<file path="src/rtl/dbf_pkg.sv">
package dbf_pkg;
   // Time base a pin samples on.
   typedef enum logic {
      TB_FAST = 1'b0,
      TB_SLOW = 1'b1
   } tbase_e;

   // Tick period in core cycles for a given divisor.
   function automatic int unsigned tick_period(input int unsigned div);
      return 2 * (div + 1);
   endfunction
endpackage

</file>
<file path="src/rtl/dbf_divider.sv">
module dbf_divider #(
   parameter int DIV_W = 24
) (
   input  logic             clk,
   input  logic             rst_n,
   input  logic             run_i,
   input  logic [DIV_W-1:0] div_i,
   output logic             tick_o
);
   localparam int CW = DIV_W + 1;

   logic [DIV_W-1:0] div_q;
   logic [CW-1:0]    cnt_q;
   logic [CW-1:0]    term;
   logic             restart;

   // Last count of a period is 2*D+1, so a period holds 2*(D+1) cycles.
   assign term    = {div_i, 1'b1};
   assign restart = (div_i != div_q);
   assign tick_o  = run_i && !restart && (cnt_q == term);

   always_ff @(posedge clk or negedge rst_n) begin
      if (!rst_n) begin
         div_q <= '0;
         cnt_q <= '0;
      end else begin
         div_q <= div_i;
         if (restart || !run_i || tick_o)
            cnt_q <= '0;
         else
            cnt_q <= cnt_q + 1'b1;
      end
   end

   AST_IDLE_ZERO: assert property (@(posedge clk) disable iff (!rst_n)
      !run_i |=> (cnt_q == '0));
   AST_TICK_GAP: assert property (@(posedge clk) disable iff (!rst_n)
      tick_o |=> !tick_o);
   AST_RESTART_QUIET: assert property (@(posedge clk) disable iff (!rst_n)
      (div_i != div_q) |=> !tick_o);
endmodule

</file>
<file path="src/rtl/dbf_cell.sv">
module dbf_cell
   import dbf_pkg::*;
(
   input  logic clk,
   input  logic rst_n,
   input  logic raw_i,
   input  logic en_i,
   input  logic sel_i,
   input  logic tick_i,
   output logic filt_o
);
   tbase_e base;
   logic   sample;
   logic   samp_q;
   logic   filt_q;

   assign base   = tbase_e'(sel_i);
   assign sample = (base == TB_FAST) || tick_i;

   always_ff @(posedge clk or negedge rst_n) begin
      if (!rst_n) begin
         samp_q <= 1'b0;
         filt_q <= 1'b0;
      end else if (!en_i) begin
         // Track the pin so that turning the filter on causes no jump.
         samp_q <= raw_i;
         filt_q <= raw_i;
      end else if (sample) begin
         samp_q <= raw_i;
         if (raw_i == samp_q)
            filt_q <= raw_i;
      end
   end

   assign filt_o = en_i ? filt_q : raw_i;

   AST_UPD_AGREE: assert property (@(posedge clk) disable iff (!rst_n)
      ($past(en_i) && (filt_q != $past(filt_q))) |-> (filt_q == $past(samp_q)));
   AST_SLOW_HOLD: assert property (@(posedge clk) disable iff (!rst_n)
      ($past(en_i) && $past(sel_i) && !$past(tick_i)) |-> $stable(filt_q));
endmodule

</file>
<file path="src/rtl/gpio_glitch_filter.sv">
module gpio_glitch_filter #(
   parameter int NPINS = 32,
   parameter int DIV_W = 24
) (
   input  logic             clk,
   input  logic             rst_n,
   input  logic [NPINS-1:0] pin_raw_i,
   input  logic [NPINS-1:0] filt_en_i,
   input  logic [NPINS-1:0] slow_sel_i,
   input  logic [DIV_W-1:0] divisor_i,
   output logic [NPINS-1:0] pin_filt_o
);
   if (NPINS < 1 || NPINS > 64) begin : g_bad_npins
      $error("NPINS must lie in 1..64");
   end
   if (DIV_W < 1 || DIV_W > 32) begin : g_bad_divw
      $error("DIV_W must lie in 1..32");
   end

   logic run;
   logic tick;

   assign run = |slow_sel_i;

   dbf_divider #(.DIV_W(DIV_W)) u_div (
      .clk    (clk),
      .rst_n  (rst_n),
      .run_i  (run),
      .div_i  (divisor_i),
      .tick_o (tick)
   );

   for (genvar i = 0; i < NPINS; i++) begin : g_pin
      dbf_cell u_cell (
         .clk    (clk),
         .rst_n  (rst_n),
         .raw_i  (pin_raw_i[i]),
         .en_i   (filt_en_i[i]),
         .sel_i  (slow_sel_i[i]),
         .tick_i (tick),
         .filt_o (pin_filt_o[i])
      );
   end
endmodule

</file>
<file path="config.mk">
export PLATFORM = sky130hd
export DESIGN_NAME = gpio_glitch_filter
export DESIGN_NICKNAME = d
export VERILOG_FILES = /design/src/rtl/dbf_pkg.sv /design/src/rtl/dbf_divider.sv /design/src/rtl/dbf_cell.sv /design/src/rtl/gpio_glitch_filter.sv
export SDC_FILE = /design/constraint.sdc
export NUM_CORES = 1
export LEC_CHECK = 0
export CORE_MARGIN = 5
export CORE_UTILIZATION = 58
export DETAILED_ROUTE_END_ITERATION = 8
export DONT_BUFFER_PORTS = 1
export GPL_ROUTABILITY_DRIVEN = 0
export MAX_ROUTING_LAYER = met4
export PLACE_DENSITY = 0.76
export SYNTH_ARGS = -nofsm -noshare
export SYNTH_HDL_FRONTEND = slang
export SYNTH_SLANG_ARGS = --single-unit
</file>
<file path="constraint.sdc">
create_clock -name clk -period 2.1 [get_ports clk]
set_input_delay 0.21 -clock clk [delete_from_list [all_inputs] [get_ports clk]]
set_output_delay 0.21 -clock clk [all_outputs]
set_load 0.01 [all_outputs]
</file>
==> results of run 1 <==
-- sequential cells by signal, indices dropped and copies added, names as in the netlist --
name and flops:
g_pin.u_cell.filt_q 32, g_pin.u_cell.samp_q 32, u_div.div_q 24, u_div.cnt_q 25
-- how the worst max path moves through the flow --
stage,slack (ns),to,startpoint
finish,-0.22,g_pin[11].u_cell.filt_q,u_div.div_q[8]
global route,-0.30,g_pin[22].u_cell.samp_q,u_div.div_q[8]
CTS,-0.17,g_pin[22].u_cell.samp_q,u_div.cnt_q[22]
detailed placement,-0.45,g_pin[14].u_cell.samp_q,u_div.div_q[12]
global placement,-0.38,g_pin[14].u_cell.samp_q,u_div.div_q[7]
floorplan,-0.15,g_pin[10].u_cell.filt_q,u_div.cnt_q[1]
-- power by group through the flow --
| stage | clock [mW] | sequential (mW) | combinational [mW] |
|---|---|---|---|
| after floorplan | 0 | 2.45 | 0.691 |
| after global placement | 0 | 2.47 | 0.661 |
| after detailed placement | 0 | 2.48 | 0.692 |
| after CTS | 3.14 | 2.44 | 0.798 |
| after global routing | 3.25 | 2.46 | 0.866 |
| final | 3.10 | 2.45 | 0.808 |
-- kinds of logic after synthesis --
family	after synthesis
XOR/XNOR	103
buffers and inverters	43
AND/OR/NAND/NOR	199
flip-flops	113
multiplexers	96
AO/OA/AOI/OAI	35
adder cells (fa/ha/maj)	1
-- routing by layer --
layer,vias to the layer above,share of wire
met5,-,0
met4,0,0.032
met3,45,0.079
met2,180,0.53
met1,2290,0.36
li1,2171,-
-- placed cells by master, fill, tap and decap left out, types with 2 or more instances in the layout --
master         count
xnor2_2            2
bufinv_16          4
nand4_1            9
nand3_1           10
clkbuf_16         20
clkbuf_8           4
dlygate4sd3_1     56
xnor2_1            9
nor2_2             4
mux2_1             5
nor3_1             3
xor2_1            89
buf_6              2
mux2_4            35
inv_1              2
nor4_1            19
and4_1             2
nor4_4             2
nor2_1            61
dfrtp_1          113
clkinv_2           4
o21ai_1            4
nand2_1           74
buf_12             4
nor4_2             4
buf_4             45
o21ai_2           28
clkinvlp_4         2
and3_1             4
mux2_2            56
xor2_2             3
-- timing repair --
item                                   CTS  global route
cloned                                   0             3
endpoints found under the hold margin  201           113
resized for setup                        6            19
buffers inserted                         2             2
pin swaps                                2            10
setup endpoints to repair               64            88
-- metrics by stage --
stage | std cells | power [mW] | setup WS, ns | utilization | area (um2)
5_1_grt | 831 | 6.581 | -0.3002 | 0.7479 | 8179
2_1_floorplan | 590 | 3.138 | -0.1455 | - | 6524
6_report | 831 | 6.351 | -0.2248 | 0.7479 | 8179
3_5_place_dp | 736 | 3.169 | -0.4511 | 0.6191 | 6770
3_3_place_gp | 736 | 3.126 | -0.3757 | 0.6191 | 6770
4_1_cts | 826 | 6.379 | -0.1706 | 0.7322 | 8006
-- area by class of cell --
cell class	count	area [um2]	share of cell area
multi-input combinational	434	3453	0.4222
sequential	113	2828	0.3457
timing repair buffer	110	1076	0.1316
clock buffer	22	484.2	0.05920
tap	140	175.2	0.02142
clock inverter	10	155.1	0.01897
inverter	2	7.507	0.0009179
-- worst register-to-register path, delay by kind of cell, from the launching register on --
kind | cells | cell delay, ns
compound gates | 2 | 0.26
xor+xnor | 1 | 0.21
buf+inv | 3 | 0.42
flops | 1 | 0.40
mux | 1 | 0.30
simple gates | 2 | 0.62
==> summary.md, run 1 <==
| Metric | Value |
|---|---|
| Status | `finished with violations` |
| Failing checks | `negative hold slack, negative setup slack` |
| Clk network pwr share | `0.488` |
| Slowest stage cell, crit path | `dfrtp_1` |
| WP data arrival | `2.62 ns` |
| WP depth | `9` |
| Io pins | `154` |
| First-pass GRT wire length | `25.04 mm` |
| CP max FO | `5` |
| GR Util met3 | `0.07781` |
| Setup CP Type | `reg2reg` |
| Reg-to-reg startpoint | `u_div.div_q[8]` |
| Post-DRT Antenna Nets | `0` |
| Seq cells post-synth | `113` |
| Post-synthesis mux area share | `0.1833` |
| Synth top area share | `0.4343` |
| TritonCTS Buffers | `17` |
| Sw Pwr | `1.421 mW` |
| GR Util All Layers | `0.2529` |
| Die Width | `116.0 um` |
| Fraction of the mapped netlist area in adder cells | `0.001922` |
| Sequential power share | `0.385` |
| Worst vdd ir | `604.1 uV` |
| Final Hold Fails | `113` |
| Mapped Cells | `590` |
| Post-Route WL | `16.20 mm` |
| Clk_lat worst skew | `0.42 ns` |
| Grt total ovfl | `0` |
| Crit-path cells | `xor2_2 > nor4_2 > o2111ai_2 > nor4_4 > buf_6 > buf_4 > buf_12 > o21ai_2 > mux2_4` |
| Residual DRC | `0` |
| Least-Margin Pin Slew | `0.4885 ns` |
| CP max stage delay | `0.40 ns` |
| CTS clock-pin slew for the worst setup and hold paths | `0.05 ns` |
| Crit path time final | `2.325 ns` |
| Antenna violations before repair | `0` |
| Syn. warnings | `0` |
| Busiest grt layer | `met2` |
| Top post-synthesis cells by count | `dfrtp_1 (113), xor2_1 (92), nand2_1 (74), nor2_1 (63), mux2_2 (55)` |
| Setup crit end kind | `flip-flop` |
| Core Region | `10940 um2` |
| Internal power | `4.929 mW` |
| Main combinational cell family by area after synthesis | `multiplexers` |
| DRT iter0 DRCs | `284` |
| Synth Area in Compound Gates | `0.04593` |
| Primary FF master, synth | `dfrtp_1` |
| Grt met1 use | `0.2637` |
| Async SR Flop Fraction | `1.000` |
| EDFF count, synth | `0` |
| Final Max Slew Viols | `0` |
| CTS tree | `yes` |
| IO buf count | `0` |
| Area delta synth->final | `25.61%` |
| CTS Sinks | `113` |
| Die ar. | `13450 um2` |
| Routed vias | `4686` |
| Pwr/cell area | `776.4 nW/um2` |
| H-tree depth | `4` |
| Layout fillers | `701` |
| Worst Setup Start Kind | `flip-flop` |
| Slack of the critical path | `-0.2248 ns` |
| Comb power frac | `0.127` |
| Post-synthesis xor/xnor area fraction | `0.1385` |
| Worst r2r dst | `g_pin[11].u_cell.filt_q` |
| Largest delay share family, worst path | `simple AND/OR/NAND/NOR gates` |
| Hold_buf cts | `56` |
| Pin count of the biggest net entering global routing | `114` |
| Via-to-Cell Ratio | `5.639` |
| Hold WS | `-0.5128 ns` |
| Vias in the first global route | `5154` |
| Switching Fraction | `0.2238` |
| Total iterations of the first detailed-routing run | `4` |
| R2R setup slack | `-0.22 ns` |
| Initial core utilization | `0.5954` |
| Reg2reg path depth | `9` |
| Cell accounting for the most synthesized area | `dfrtp_1` |
| TNS Setup | `-10.99 ns` |
| Syn avg cell area | `11.04 um2` |
| Crit share post-route | `1.107` |
| Met2 Resource Use GR | `0.4430` |
| Req. time, crit path | `2.40 ns` |
| WP buf/inv | `3` |
| RSZ-0062 raised after global routing | `true` |
| Root buf cell | `clkbuf_16` |
| Max Cap Violations | `0` |
| Share of cells above drive strength 1 | `0.3285` |
| Post-synthesis simple-gate area fraction | `0.1458` |
| Fmax | `430.1 MHz` |
| Setup Skew | `0.007240 ns` |
| Worst min path class | `in2async` |
| Mapped Area | `6511 um2` |
| Top-count cell post-synth | `dfrtp_1` |
| Final setup fails | `64` |
| Unique masters post-synth | `33` |
| Seq/Total Area, Yosys | `0.4343` |
| DP Wirelength | `11.33 mm` |
| Clock buffer depth | `2` |
| Max-slew headroom | `0.6714` |
| Final Net Count | `801` |
| Wirelength per Cell | `19.50 um` |
| Rows | `38` |
| Area contributors post-synth | `dfrtp_1 (43%), xor2_1 (12%), mux2_2 (9.5%)` |
| Synth Net Count | `713` |
| Die Span Y | `116.0 um` |
| Leak | `3.639 nW` |
| # diodes | `0` |
Power figures use the tool's default switching activity.
==> inputs of run 2 (changes only) <==
- CORE_MARGIN: 5 -> 1.5
==> run 2 against run 1 <==
The run still ends with negative hold slack, negative setup slack left. Power fell by 3.9%. Sequential cell count did not move. Sequential share of layout area fell by 1.5 points. Largest power group unchanged. Via count rose by 6.0%. Clock power fell by 11%. Critical endpoint is now g_pin[14].u_cell.filt_q. Sequential power barely moved. Clock skew rose by 0.0013 ns. Combinational power rose by 12%. Cell count rose by 4.2%. Die area fell by 12%. Global-route usage rose by 6.6 points. Critical path depth did not move.
==> summary.md, run 2 (synthesized netlist as in run 1, its figures left out) <==
| Metric | Value |
|---|---|
| Status | `finished with violations` |
| Failing checks | `negative hold slack, negative setup slack` |
| Crit path time final | `2.474 ns` |
| Initial core utilization | `0.5980` |
| Sequential power share | `0.402` |
| WP data arrival | `2.88 ns` |
| Fmax | `404.3 MHz` |
| Hold_buf cts | `89` |
| Layout fillers | `634` |
| Worst Setup Start Kind | `flip-flop` |
| Share of cells above drive strength 1 | `0.3099` |
| RSZ-0062 raised after global routing | `true` |
| Sw Pwr | `1.492 mW` |
| CTS tree | `yes` |
| Met2 Resource Use GR | `0.5571` |
| Crit-path cells | `xor2_1 > nor4_4 > nand4_1 > nor4_4 > buf_12 > buf_12 > buf_12 > o21ai_2 > mux2_4` |
| Post-DRT Antenna Nets | `0` |
| Post-Route WL | `17.76 mm` |
| Die Width | `109.0 um` |
| Clock buffer depth | `2` |
| Grt total ovfl | `0` |
| Worst r2r dst | `g_pin[14].u_cell.filt_q` |
| Slowest stage cell, crit path | `nor4_4` |
| Rows | `38` |
| Final setup fails | `64` |
| CP max FO | `9` |
| Most frequent cells in the layout | `dfrtp_1 (113), xor2_1 (92), dlygate4sd3_1 (89)` |
| IO buf count | `0` |
| Die ar. | `11870 um2` |
| H-tree depth | `4` |
| Leak | `3.746 nW` |
| Hold WS | `-0.6247 ns` |
| Reg2reg path depth | `9` |
| DP Wirelength | `10.46 mm` |
| Vias in the first global route | `5670` |
| # diodes | `0` |
| Grt met1 use | `0.3186` |
| Pwr/cell area | `712.9 nW/um2` |
| Area delta synth->final | `31.49%` |
| Clk_lat worst skew | `0.53 ns` |
| Setup CP Type | `reg2reg` |
| Reg-to-reg startpoint | `u_div.div_q[13]` |
| Via-to-Cell Ratio | `5.733` |
| Most common cell after layout, fill and taps aside | `dfrtp_1` |
| Post-place setup slack | `-0.3595 ns` |
| Req. time, crit path | `2.51 ns` |
| Max Cap Violations | `0` |
| Crit share post-route | `1.178` |
| TritonCTS Buffers | `17` |
| DRT iter0 DRCs | `368` |
| Comb power frac | `0.148` |
| First-pass GRT wire length | `27.21 mm` |
| Setup crit end kind | `flip-flop` |
| Pin count of the biggest net entering global routing | `114` |
| CP dominant cell by count | `buf_12` |
| Io pins | `154` |
| GR Util met3 | `0.08846` |
| Busiest grt layer | `met2` |
| Placed inst area | `6763 um2` |
| CP max stage delay | `0.42 ns` |
| Setup Skew | `0.008548 ns` |
| Worst min path class | `in2async` |
| Core Region | `10890 um2` |
| Least-Margin Pin Slew | `0.5364 ns` |
| GR Util All Layers | `0.3186` |
| Root buf cell | `clkbuf_8` |
| CTS Sinks | `113` |
| Worst vdd ir | `690.3 uV` |
| Clk network pwr share | `0.450` |
| Registers with the most flip-flops | `g_pin.u_cell.filt_q (32), g_pin.u_cell.samp_q (32), u_div.cnt_q (25)` |
| Switching Fraction | `0.2445` |
| R2R setup slack | `-0.37 ns` |
| Max-slew headroom | `0.6391` |
| CTS clock-pin slew for the worst setup and hold paths | `0.06 ns` |
| Total iterations of the first detailed-routing run | `4` |
| Final Net Count | `836` |
| Wirelength per Cell | `20.51 um` |
| Routed vias | `4965` |
| Final Max Slew Viols | `0` |
| Slack of the critical path | `-0.3736 ns` |
| Internal power | `4.611 mW` |
| Residual DRC | `0` |
| Final Cell Area | `8562 um2` |
| Final Util | `0.7864` |
| Die Span Y | `109.0 um` |
| Final Hold Fails | `113` |
| Antenna violations before repair | `0` |
run 2: cell types whose count changed in the layout (fill, tap and decap cells not counted), moves of 4 or more:
cell and delta:
dlygate4sd3_1 +33, o21ai_2 -9, o21ai_4 +9, nor2_4 +6, clkbuf_16 -4
run 2: final cells by class:
class | count | area (um2) | share of cell area
Clock inverter | 10 | 110.1 | 0.01286
Multi-Input combinational cell | 434 | 3545 | 0.4140
Tap cell | 140 | 175.2 | 0.02046
Timing Repair Buffer | 145 | 1444 | 0.1686
Inverter | 2 | 7.507 | 0.0008768
Sequential cell | 113 | 2828 | 0.3303
Clock buffer | 22 | 452.9 | 0.05290
run 2: per-layer routing:
layer,up-vias,routed length (um)
met2,215,9464
met5,-,0
met4,0,694
li1,2248,-
met3,57,1050
met1,2445,6548
run 2: what timing repair did:
item | 4_1_cts | 5_1_grt
pin swaps | 6 | 2
endpoints found under the hold margin | 201 | 113
resized for setup | 44 | 3
gates cloned | 1 | 0
endpoints found under the setup margin | 78 | 71
buffers inserted | 8 | 1
run 2: worst max path at each step:
stage	start	to	slack (ns)	cells after the start
after floorplan	u_div.cnt_q[1]	g_pin[10].u_cell.filt_q	-0.15	7
after global placement	u_div.div_q[16]	g_pin[14].u_cell.samp_q	-0.33	8
after detailed placement	u_div.div_q[22]	g_pin[20].u_cell.filt_q	-0.36	8
after CTS	u_div.cnt_q[14]	g_pin[14].u_cell.filt_q	-0.24	9
after global routing	u_div.div_q[13]	g_pin[14].u_cell.samp_q	-0.43	9
final	u_div.div_q[13]	g_pin[14].u_cell.filt_q	-0.37	9
run 2: worst max-delay path: cells and delay by family (launching register included):
| kind | cells | cell delay, ns |
|---|---|---|
| simple gates | 3 | 1.03 |
| xor+xnor | 1 | 0.18 |
| flops | 1 | 0.37 |
| buf+inv | 3 | 0.41 |
| compound gates | 1 | 0.06 |
| mux | 1 | 0.30 |
run 2: through the flow:
stage                     instances  power [mW]  setup TNS (ns)
after floorplan                 590       3.138          -7.001
after global placement          735       3.116          -18.05
after detailed placement        735       3.154          -19.39
after CTS                       865       6.088          -11.64
after global routing            866       6.303          -24.35
final                           866       6.104          -20.34
run 2: power by group through the flow:
stage	clock network, mW	logic [mW]	registers, mW
2_1_floorplan	0	0.691	2.45
3_3_place_gp	0	0.651	2.46
3_5_place_dp	0	0.676	2.48
4_1_cts	2.77	0.873	2.44
5_1_grt	2.88	0.958	2.47
6_report	2.75	0.903	2.45
